## src/rtl/eq_adapt_pkg.sv

```systemverilog
package eq_adapt_pkg;
  localparam int MODE_W = 4;

  typedef enum logic [2:0] {
    EQM_OFF,
    EQM_FULL_NRM,
    EQM_FULL_INV,
    EQM_HOLD,
    EQM_INIT,
    EQM_PART
  } eq_mode_e;

  function automatic eq_mode_e eq_decode(input logic [MODE_W-1:0] w);
    if (w[3])      return EQM_PART;
    else if (w[2]) return EQM_INIT;
    else begin
      case (w[1:0])
        2'b00:   return EQM_OFF;
        2'b01:   return EQM_FULL_NRM;
        2'b10:   return EQM_FULL_INV;
        default: return EQM_HOLD;
      endcase
    end
  endfunction
endpackage

```

## src/rtl/eq_mode_dec.sv

```systemverilog
module eq_mode_dec
  import eq_adapt_pkg::*;
(
  input  logic [MODE_W-1:0] mode_i,
  output logic              off_o,
  output logic              init_o,
  output logic              adapt_o,
  output logic              full_o,
  output logic              invert_o,
  output logic              part_o,
  output logic [2:0]        fix_idx_o
);
  eq_mode_e m;

  always_comb begin
    m         = eq_decode(mode_i);
    off_o     = (m == EQM_OFF);
    init_o    = (m == EQM_INIT);
    full_o    = (m == EQM_FULL_NRM) || (m == EQM_FULL_INV);
    invert_o  = (m == EQM_FULL_INV);
    part_o    = (m == EQM_PART);
    adapt_o   = full_o || part_o;
    fix_idx_o = mode_i[2:0];
  end
endmodule

```

## src/rtl/eq_gain_ctr.sv

```systemverilog
module eq_gain_ctr #(
  parameter int W = 16
) (
  input  logic         clk,
  input  logic         rst_n,
  input  logic         load_max,
  input  logic         load_mid,
  input  logic         up,
  input  logic         dn,
  output logic [W-1:0] q,
  output logic         at_max,
  output logic         at_min
);
  localparam logic [W-1:0] MID = W'(1) << (W - 1);

  assign at_max = &q;
  assign at_min = ~|q;

  always_ff @(posedge clk) begin
    if (!rst_n)                q <= MID;
    else if (load_max)         q <= '1;
    else if (load_mid)         q <= MID;
    else if (up && !at_max)    q <= q + W'(1);
    else if (dn && !at_min)    q <= q - W'(1);
  end
endmodule

```

## src/rtl/eq_zero_ctr.sv

```systemverilog
module eq_zero_ctr #(
  parameter int W    = 5,
  parameter int TOP  = 28,
  parameter int STEP = 4,
  parameter int NPOS = 8
) (
  input  logic                    clk,
  input  logic                    rst_n,
  input  logic                    load_mid,
  input  logic                    load_fix,
  input  logic [$clog2(NPOS)-1:0] fix_idx,
  input  logic                    up,
  input  logic                    dn,
  output logic [W-1:0]            q
);
  localparam logic [W-1:0] MID = W'(1) << (W - 1);

  logic [W-1:0] fix_tab [NPOS];

  for (genvar i = 0; i < NPOS; i++) begin : g_pos
    assign fix_tab[i] = W'(TOP - STEP * i);
  end

  always_ff @(posedge clk) begin
    if (!rst_n)                q <= MID;
    else if (load_mid)         q <= MID;
    else if (load_fix)         q <= fix_tab[fix_idx];
    else if (up && !(&q))      q <= q + W'(1);
    else if (dn && |q)         q <= q - W'(1);
  end
endmodule

```

## src/rtl/eq_adapt_ctrl.sv

```systemverilog
module eq_adapt_ctrl
  import eq_adapt_pkg::*;
#(
  parameter int LVL_W     = 16,
  parameter int ZW        = 5,
  parameter int ZERO_TOP  = 28,
  parameter int ZERO_STEP = 4
) (
  input  logic              clk,
  input  logic              rst_n,
  input  logic [3:0]        mode_i,
  input  logic              inc_i,
  input  logic              dec_i,
  input  logic              lvl_ovrd_en_i,
  input  logic [LVL_W-1:0]  lvl_ovrd_i,
  input  logic              zero_ovrd_en_i,
  input  logic [ZW-1:0]     zero_ovrd_i,
  output logic [LVL_W-1:0]  lvl_o,
  output logic [ZW-1:0]     zero_o
);
  localparam int NPOS = 8;

  logic off, init, adapt, full, invert, part;
  logic [2:0] fix_idx;
  logic up_req, dn_req, spill_up, spill_dn, z_up, z_dn;
  logic g_at_max, g_at_min;
  logic [LVL_W-1:0] gain_q;
  logic [ZW-1:0]    zero_q;

  eq_mode_dec u_dec (
    .mode_i    (mode_i),
    .off_o     (off),
    .init_o    (init),
    .adapt_o   (adapt),
    .full_o    (full),
    .invert_o  (invert),
    .part_o    (part),
    .fix_idx_o (fix_idx)
  );

  // opposing decisions cancel
  assign up_req = adapt & inc_i & ~dec_i;
  assign dn_req = adapt & dec_i & ~inc_i;

  // gain stuck at a limit spills into the zero in full modes only
  assign spill_up = full & up_req & g_at_max;
  assign spill_dn = full & dn_req & g_at_min;
  assign z_up     = invert ? spill_dn : spill_up;
  assign z_dn     = invert ? spill_up : spill_dn;

  eq_gain_ctr #(.W(LVL_W)) u_gain (
    .clk      (clk),
    .rst_n    (rst_n),
    .load_max (off),
    .load_mid (init),
    .up       (up_req),
    .dn       (dn_req),
    .q        (gain_q),
    .at_max   (g_at_max),
    .at_min   (g_at_min)
  );

  eq_zero_ctr #(.W(ZW), .TOP(ZERO_TOP), .STEP(ZERO_STEP), .NPOS(NPOS)) u_zero (
    .clk      (clk),
    .rst_n    (rst_n),
    .load_mid (init),
    .load_fix (part),
    .fix_idx  (fix_idx),
    .up       (z_up),
    .dn       (z_dn),
    .q        (zero_q)
  );

  assign lvl_o  = lvl_ovrd_en_i  ? lvl_ovrd_i  : gain_q;
  assign zero_o = zero_ovrd_en_i ? zero_ovrd_i : zero_q;
endmodule

```

## config.mk

```make
export PLATFORM = sky130hd
export DESIGN_NAME = eq_adapt_ctrl
export DESIGN_NICKNAME = d
export VERILOG_FILES = /design/src/rtl/eq_adapt_pkg.sv /design/src/rtl/eq_mode_dec.sv /design/src/rtl/eq_gain_ctr.sv /design/src/rtl/eq_zero_ctr.sv /design/src/rtl/eq_adapt_ctrl.sv
export SDC_FILE = /design/constraint.sdc
export NUM_CORES = 1
export LEC_CHECK = 0
export ABC_AREA = 1
export BUFFER_PORTS_ARGS = -buffer_cell sky130_fd_sc_hd__buf_2
export CORE_MARGIN = 4
export CORE_UTILIZATION = 30
export CTS_CLUSTER_DIAMETER = 100
export DETAILED_ROUTE_END_ITERATION = 10
export GPL_ROUTABILITY_DRIVEN = 0
export GPL_TIMING_DRIVEN = 0
export PLACE_DENSITY = 0.49
export SYNTH_ARGS = -nofsm -noshare
export SYNTH_HDL_FRONTEND = slang
export SYNTH_HIERARCHICAL = 1
export SYNTH_SLANG_ARGS = --single-unit
```

## constraint.sdc

```tcl
create_clock -name clk -period 2.7 [get_ports clk]
set_input_delay 0.135 -clock clk [delete_from_list [all_inputs] [get_ports clk]]
set_output_delay 0.135 -clock clk [all_outputs]
set_load 0.05 [all_outputs]
```

==> key figures, run 1 <==
STA
  • Worst slew margin: 0.6591
  • TNS Setup: 0 ns
  • Hold Violations, Final: 0
  • Clk_skew: approximately 0.002 ns
  • Max Slew Vio Count: 0
  • Final Cycle Share: 0.9048
  • Tightest Pin Transition: between 0.5 and 0.6 ns
  • FMAX: 409.3 MHz
  • RSZ-0062 raised after global routing: false
  • Setup-failing EPs final: 0
  • Tmin final: 2.443 ns

Power and ir drop
  • Comb power frac: 0.590
  • Leak Pwr: ~1.7 nW
  • Pwr/cell area: 507.9 nW/µm²
  • Switch share: 0.5029
  • Internal power: 0.0007799 W
  • Switch Pwr: approximately 0.00079 W
  • Worst VDD drop: 0.2182 mV
  • Sequential Power Share: 0.270
  • Clk pwr share: 0.140

Final layout
  • Layout cell share with drive strength beyond 1: 0.2160
  • Area of the multi-input gates: 1787 µm²
  • Fill cells: approximately 950
  • Final Util: 0.3704
  • Nets: ~570
  • Layout area overhead: 18.82%
  • Commonest non-fill, non-tap cell in the layout: nand2_1
  • Antenna cells: 0
  • Final instance area: 3089 µm²
  • Reg area: between 400 and 500 µm²
  • Post-Layout Cell Count: about 620
  • Most frequent cells in the layout: nand2_1 (141), inv_1 (76), buf_2 (52)

Floorplan
  • Initial Utilization: 0.3117
  • Row cnt: 33
  • Die Span X: 101.1 µm
  • Core Area: ~8300 µm²
  • Die area: roughly 10,000 µm²
  • # IOs: 52
  • Die H: between 100 and 150 µm

Place
  • Placed insts: between 600 and 700
  • DP Wirelength: ~6400 µm
  • Port bufs: 50
  • Area after DPL: 2982 µm²

Global routing
  • Largest net degree at the start of global routing: 18
  • Initial antenna violation count: 0
  • First-pass GRT wire length: roughly 13,000 µm
  • Overflow after GRT: 0
  • Gr usage total: 0.1583
  • Vias in the first global route: ~2,700

Critical path
  • Worst R2R Setup Slack: 0.26 ns
  • Worst setup startpoint: u_gain/q[10]$_SDFFE_PN0P_
  • Critical path capture point: u_gain/q[15]$_SDFFE_PP1P_
  • WS Path Type: flip-flop to flip-flop
  • CP startpoint kind: flip-flop
  • Worst EP arrival: 2.61 ns
  • Reg-to-Reg End: u_gain/q[15]$_SDFFE_PP1P_
  • RR Startpoint: u_gain/q[10]$_SDFFE_PN0P_
  • Reg2Reg Depth: 16
  • Worst path required time: between 2 and 3 ns
  • Worst-path maximum fanout: 17
  • CP endpoint kind: flip-flop

Synthesis
  • Syn avg cell area: about 5.7 µm²
  • Synthesized cell area: about 2600 µm²
  • Unique masters post-synth: 31
  • Syn. warnings: 6
  • Post-Synthesis Cells: roughly 460
  • Post-synthesis sequential area ratio: 0.1617
  • Synth Register Bits: 21
  • Syn_nets: 510

Routing
  • Avg WL per Cell: around 13 µm
  • DRT Pass-1 Iters: 5
  • DRC: 0
  • Vias/cell: 4.624
  • Routed wire length: roughly 7900 µm
  • Iter 0 DRT Violations: 110
  • Vias: 2,862
  • Post-DRT Antenna Nets: 0

Clock tree
  • Hold_buf cts: 0
  • Clk root buf: clkbuf_8
  • Worst skew pair latency: 0.27 ns
  • CTS tree: built
  • Clk slew on worst S/H paths: ~0.080 ns
  • Num Clock Sinks: 21
  • CTS buffer count: 3
  • H-tree depth: 1
  • Clk buf depth: 2

Job
  • Max_cap viols: 0

Worst hold path
  • Worst Hold Class: input port to flip-flop
  • HP Start: rst_n
  • Hold path depth: 3

Run status
  • Status: completed
==> flip-flops by register name (all words and copies together), names as in the netlist <==
signal and flops:
u_gain/q 16, u_zero/q 5
==> critical path: stages (launching register included) <==
cell and delay, ns:
dfxtp_2 0.38, nand2_1 0.06, nor2_1 0.16, nand2_1 0.14, o21ai_4 0.21, buf_12 0.18
ha_1 0.28, nand2_1 0.11, inv_1 0.06, a21oi_1 0.13, nand2_1 0.15, a21oi_2 0.18
nand2_1 0.10, nand2_1 0.06, nand2_1 0.04, nand2_1 0.05, nand2_1 0.05
==> per-layer routing <==
metal	part of all wire	track usage	vias up
li1	-	-	1545
met3	0.064	0.01869	0
met1	0.49	0.2347	1251
met5	0	0	-
met2	0.44	0.2565	66
met4	0	0.009202	0
==> stage by stage <==
| stage | hold slack (ns) | power [W] | setup slack [ns] |
|---|---|---|---|
| 2_1_floorplan | 0.2734 | 0.001107 | 0.3876 |
| 3_3_place_gp | 0.4761 | 0.001333 | -0.1776 |
| 3_5_place_dp | 0.4722 | 0.001337 | -0.1992 |
| 4_1_cts | 0.1784 | 0.001567 | 0.1429 |
| 5_1_grt | 0.1779 | 0.001743 | 0.01960 |
| 6_report | 0.1781 | 0.001569 | 0.2570 |
==> worst min path at each step <==
stage,end,slack (ns)
after floorplan,u_gain/q[10]$_SDFFE_PN0P_,0.27
after global placement,u_gain/q[9]$_SDFFE_PN0P_,0.48
after detailed placement,u_gain/q[7]$_SDFFE_PN0P_,0.47
after CTS,u_gain/q[9]$_SDFFE_PN0P_,0.18
after global routing,u_gain/q[10]$_SDFFE_PN0P_,0.18
final,u_gain/q[9]$_SDFFE_PN0P_,0.18
==> synthesized netlist by cell type <==
cell / count / area, µm²
inv_1: 76 / 285.3
nand2_1: 142 / 533.0
ha_1: 19 / 237.7
nand3_4: 2 / 35.03
clkbuf_1: 2 / 7.510
nand2_2: 6 / 37.54
and2_1: 2 / 12.51
o21ai_4: 2 / 32.53
inv_2: 4 / 15.01
fa_1: 2 / 40.04
nand3_2: 2 / 20.02
buf_4: 5 / 37.54
nor3_2: 1 / 10.01
clkbuf_2: 1 / 5.000
a21oi_1: 26 / 130.1
nor2_1: 45 / 168.9
clkinv_1: 1 / 3.750
nor2_2: 1 / 6.260
or2_2: 6 / 37.54
o21ai_1: 5 / 25.02
o21ai_0: 39 / 195.2
nand3_1: 28 / 140.1
nand4_1: 5 / 31.28
a21oi_2: 2 / 17.52
nor3_1: 3 / 15.01
nand3b_1: 5 / 37.54
bufbuf_16: 1 / 32.53
buf_6: 1 / 11.26
buf_2: 2 / 10.01
dfxtp_1: 21 / 420.4
xnor2_1: 1 / 8.760
==> timing repair <==
item | CTS | global route
setup buffers | 2 | 0
pin swaps | 1 | 0
gates resized for setup | 0 | 19
setup endpoints to repair | 9 | 8
gates cloned | 0 | 0
hold endpoints to repair | 0 | 0
==> power groups by stage <==
stage                     Combinational [W]  Clock [W]  Sequential [W]
after floorplan                    0.000707          0        0.000399
after global placement             0.000908          0        0.000424
after detailed placement           0.000911          0        0.000426
after CTS                          0.000921   0.000228        0.000418
after global routing                0.00107   0.000239        0.000435
final                              0.000926   0.000219        0.000424
==> cell families (layout without fill, tap and decap cells) <==
kind of cell	Yosys count	in the layout	share of synthesized area
adders and majority gates	21	21	0.1068
DFF	21	21	0.1617
and+or+nand+nor	248	248	0.4172
AOI/OAI and AO/OA	74	74	0.1540
xor gates and xnor gates	1	1	0.003369
buffers and inverters	93	149	0.1569
==> area by class of cell <==
cell class / instances / share of cell area
Inverter: 81 / 0.09842
Clock buffer: 3 / 0.01337
Tap cell: 105 / 0.04253
Clock inverter: 1 / 0.001620
Sequential cell: 21 / 0.1422
Multi-Input combinational cell: 344 / 0.5784
Timing Repair Buffer: 52 / 0.08991
Buffer: 12 / 0.03362
Power figures use the tool's default switching activity.
==> run 2, diff against run 1 <==
--- a/config.mk
+++ b/config.mk
@@ -7,13 +7,15 @@
 export LEC_CHECK = 0
 export ABC_AREA = 1
 export BUFFER_PORTS_ARGS = -buffer_cell sky130_fd_sc_hd__buf_2
+export CELL_PAD_IN_SITES_DETAIL_PLACEMENT = 2
+export CELL_PAD_IN_SITES_GLOBAL_PLACEMENT = 2
 export CORE_MARGIN = 4
-export CORE_UTILIZATION = 30
+export CORE_UTILIZATION = 28
 export CTS_CLUSTER_DIAMETER = 100
 export DETAILED_ROUTE_END_ITERATION = 10
 export GPL_ROUTABILITY_DRIVEN = 0
 export GPL_TIMING_DRIVEN = 0
-export PLACE_DENSITY = 0.49
+export PLACE_DENSITY = 0.8
 export SYNTH_ARGS = -nofsm -noshare
 export SYNTH_HDL_FRONTEND = slang
 export SYNTH_HIERARCHICAL = 1
==> run 2 against run 1 <==
Compared with the run above: sequential cell count unchanged; combinational power up 6.2%; clock-buffer cell count unchanged; global-route usage up 2.1 points; setup slack about the same; clock skew up 0.0076 ns; via count up 8.5%; final cell count up 0.81%; wire length up 25%; clock power about the same; critical path depth down 1; worst hold slack better by 0.031 ns; critical path type unchanged; largest cell class unchanged.
==> key figures, run 2 (same netlist as run 1, synthesis figures left out) <==
STA
  • TNS Setup: 0 ns
  • Final Cycle Share: 0.9046
  • PnR worst setup slack: between 0.2 and 0.3 ns
  • Tmin final: between 2 and 2.5 ns
  • Tightest Pin Transition: 0.4625 ns
  • FMAX: between 400 and 500 MHz
  • Hold Violations, Final: 0
  • Max Slew Vio Count: 0
  • RSZ-0062 raised after global routing: false
  • Setup-failing EPs final: 0
  • Clk_skew: 0.009571 ns
  • Worst slew margin: 0.6917

Power and ir drop
  • Leak Pwr: approximately 1.7 nW
  • Pwr/cell area: approximately 520 nW/µm²
  • Power Total: roughly 0.0016 W
  • Worst VDD drop: around 0.14 mV

Worst hold path
  • Hold path depth: 3
  • Worst Hold Class: input port to flip-flop

Final layout
  • Layout area overhead: 20.98%
  • Max reg flops: 16
  • Layout cell share with drive strength beyond 1: 0.2345
  • Nets: around 570
  • Biggest register: u_gain/q
  • Largest regs: u_gain/q: 16 flops, u_zero/q: 5 flops
  • Final instance area: between 3000 and 4000 µm²
  • Commonest non-fill, non-tap cell in the layout: nand2_1
  • Most frequent cells in the layout: nand2_1 (138), inv_1 (76), buf_2 (52)
  • Antenna cells: 0

Critical path
  • CP endpoint kind: flip-flop
  • WS Path Type: flip-flop to flip-flop
  • Worst-path maximum fanout: 6
  • Worst EP arrival: between 2 and 3 ns
  • Crit path cell chain: nand2_1 > nor2_1 > nand2_2 > o21ai_4 > buf_4 > ha_1 > or2_2 > nand3_1 > nand2_2 > a21oi_1 > nand2_1 > nand2_1 > nand2_1 > nand2_1 > nand2_1
  • Worst path required time: roughly 2.9 ns
  • CP startpoint kind: flip-flop
  • CP max stage cell: dfxtp_4
  • Reg2Reg Depth: 15
  • Crit-path most repeated cell: nand2_1
  • Max stage delay on crit path: about 0.4 ns

Routing
  • Vias/cell: about 5
  • DRT Pass-1 Iters: 4
  • Routed wire length: between 9000 and 10,000 µm
  • Met2 Wirelength: 5436 µm
  • DRC: 0
  • Iter 0 DRT Violations: just under 80
  • Metal-1 WL: between 4000 and 5000 µm
  • Avg WL per Cell: 15.73 µm
  • Vias: 3,104
  • Met3 Wirelength: around 85 µm
  • Uppermost layer routed: met3
  • Post-DRT Antenna Nets: 0

Global routing
  • Gr usage total: 0.1791
  • First-pass GRT wire length: roughly 16,000 µm
  • Initial antenna violation count: 0
  • Largest net degree at the start of global routing: 13
  • Overflow after GRT: 0
  • Vias in the first global route: around 3,400

Clock tree
  • Worst skew pair latency: around 0.27 ns
  • H-tree depth: 1
  • Clk root buf: clkbuf_8
  • CTS buffer count: 3
  • Clk buf depth: 2
  • CTS tree: built
  • Clk slew on worst S/H paths: 0.08 ns
  • Num Clock Sinks: 21

Run status
  • Status: completed

Floorplan
  • Initial Utilization: 0.2924
  • Die Span X: around 100 µm
  • Core Area: about 8900 µm²
  • Die H: about 100 µm
  • Row cnt: 34
  • # IOs: 52
  • Die area: 10,890 µm²

Place
  • Area after DPL: 2985 µm²
  • Port bufs: 50
  • Setup slack after placement: -0.3118 ns
  • DP Wirelength: between 8000 and 9000 µm

Job
  • Max_cap viols: 0
-- run 2: timing repair --
action,in CTS,in global routing
cloned,0,0
pin swaps,1,1
hold buffers,0,0
gates resized for setup,0,37
endpoints found under the setup margin,13,14
buffers inserted,3,1
endpoints found under the hold margin,0,0
-- run 2: worst max-delay path, delay by kind of cell, from the launching register on --
family / cells / cell delay (ns)
AOI/OAI and AO/OA: 2 / 0.39
adders and majority gates: 1 / 0.23
DFF: 1 / 0.40
buffers and inverters: 1 / 0.14
and+or+nand+nor: 11 / 1.17
-- run 2: metrics by stage --
stage            util  hold slack [ns]  instances
4_1_cts        0.3435           0.1942        623
2_1_floorplan       -           0.2734        458
3_5_place_dp   0.3358           0.4797        616
6_report       0.3538           0.2095        624
3_3_place_gp   0.3358           0.4623        616
5_1_grt        0.3538           0.2046        624
-- run 2: layout make-up --
type                            instances  area, µm²
Inverter                               81      304.0
Clock inverter                          1      5.005
Multi-Input combinational cell        344       1807
Sequential cell                        21      457.9
Tap cell                              108      135.1
Fill cell                            1140       5746
Buffer                                 12      103.9
Timing Repair Buffer                   54      291.5
Clock buffer                            3      41.29
-- run 2: path summary, 6_finish.rpt --
path                                                  end                 startpoint  slack (ns)
worst max-delay path            u_gain/q[15]$_SDFFE_PP1P_   u_gain/q[8]$_SDFFE_PN0P_        0.26
worst min-delay path             u_gain/q[9]$_SDFFE_PN0P_                      rst_n        0.21
worst max register to register  u_gain/q[15]$_SDFFE_PP1P_   u_gain/q[8]$_SDFFE_PN0P_        0.26
worst min register to register  u_gain/q[15]$_SDFFE_PP1P_  u_gain/q[15]$_SDFFE_PP1P_        0.54
-- run 2: routing by layer --
layer / global-route usage / vias up
li1: - / 1552
met5: 0 / -
met2: 0.3639 / 24
met4: 0.01899 / 0
met1: 0.2051 / 1528
met3: 0.01552 / 0
-- run 2: report_power, final --
part,total (W),internal [W],switching (W)
combinational,0.000983,0.000324,0.000659
clock,0.000219,0.000103,0.000116
sequential,0.000433,0.000360,0.0000731
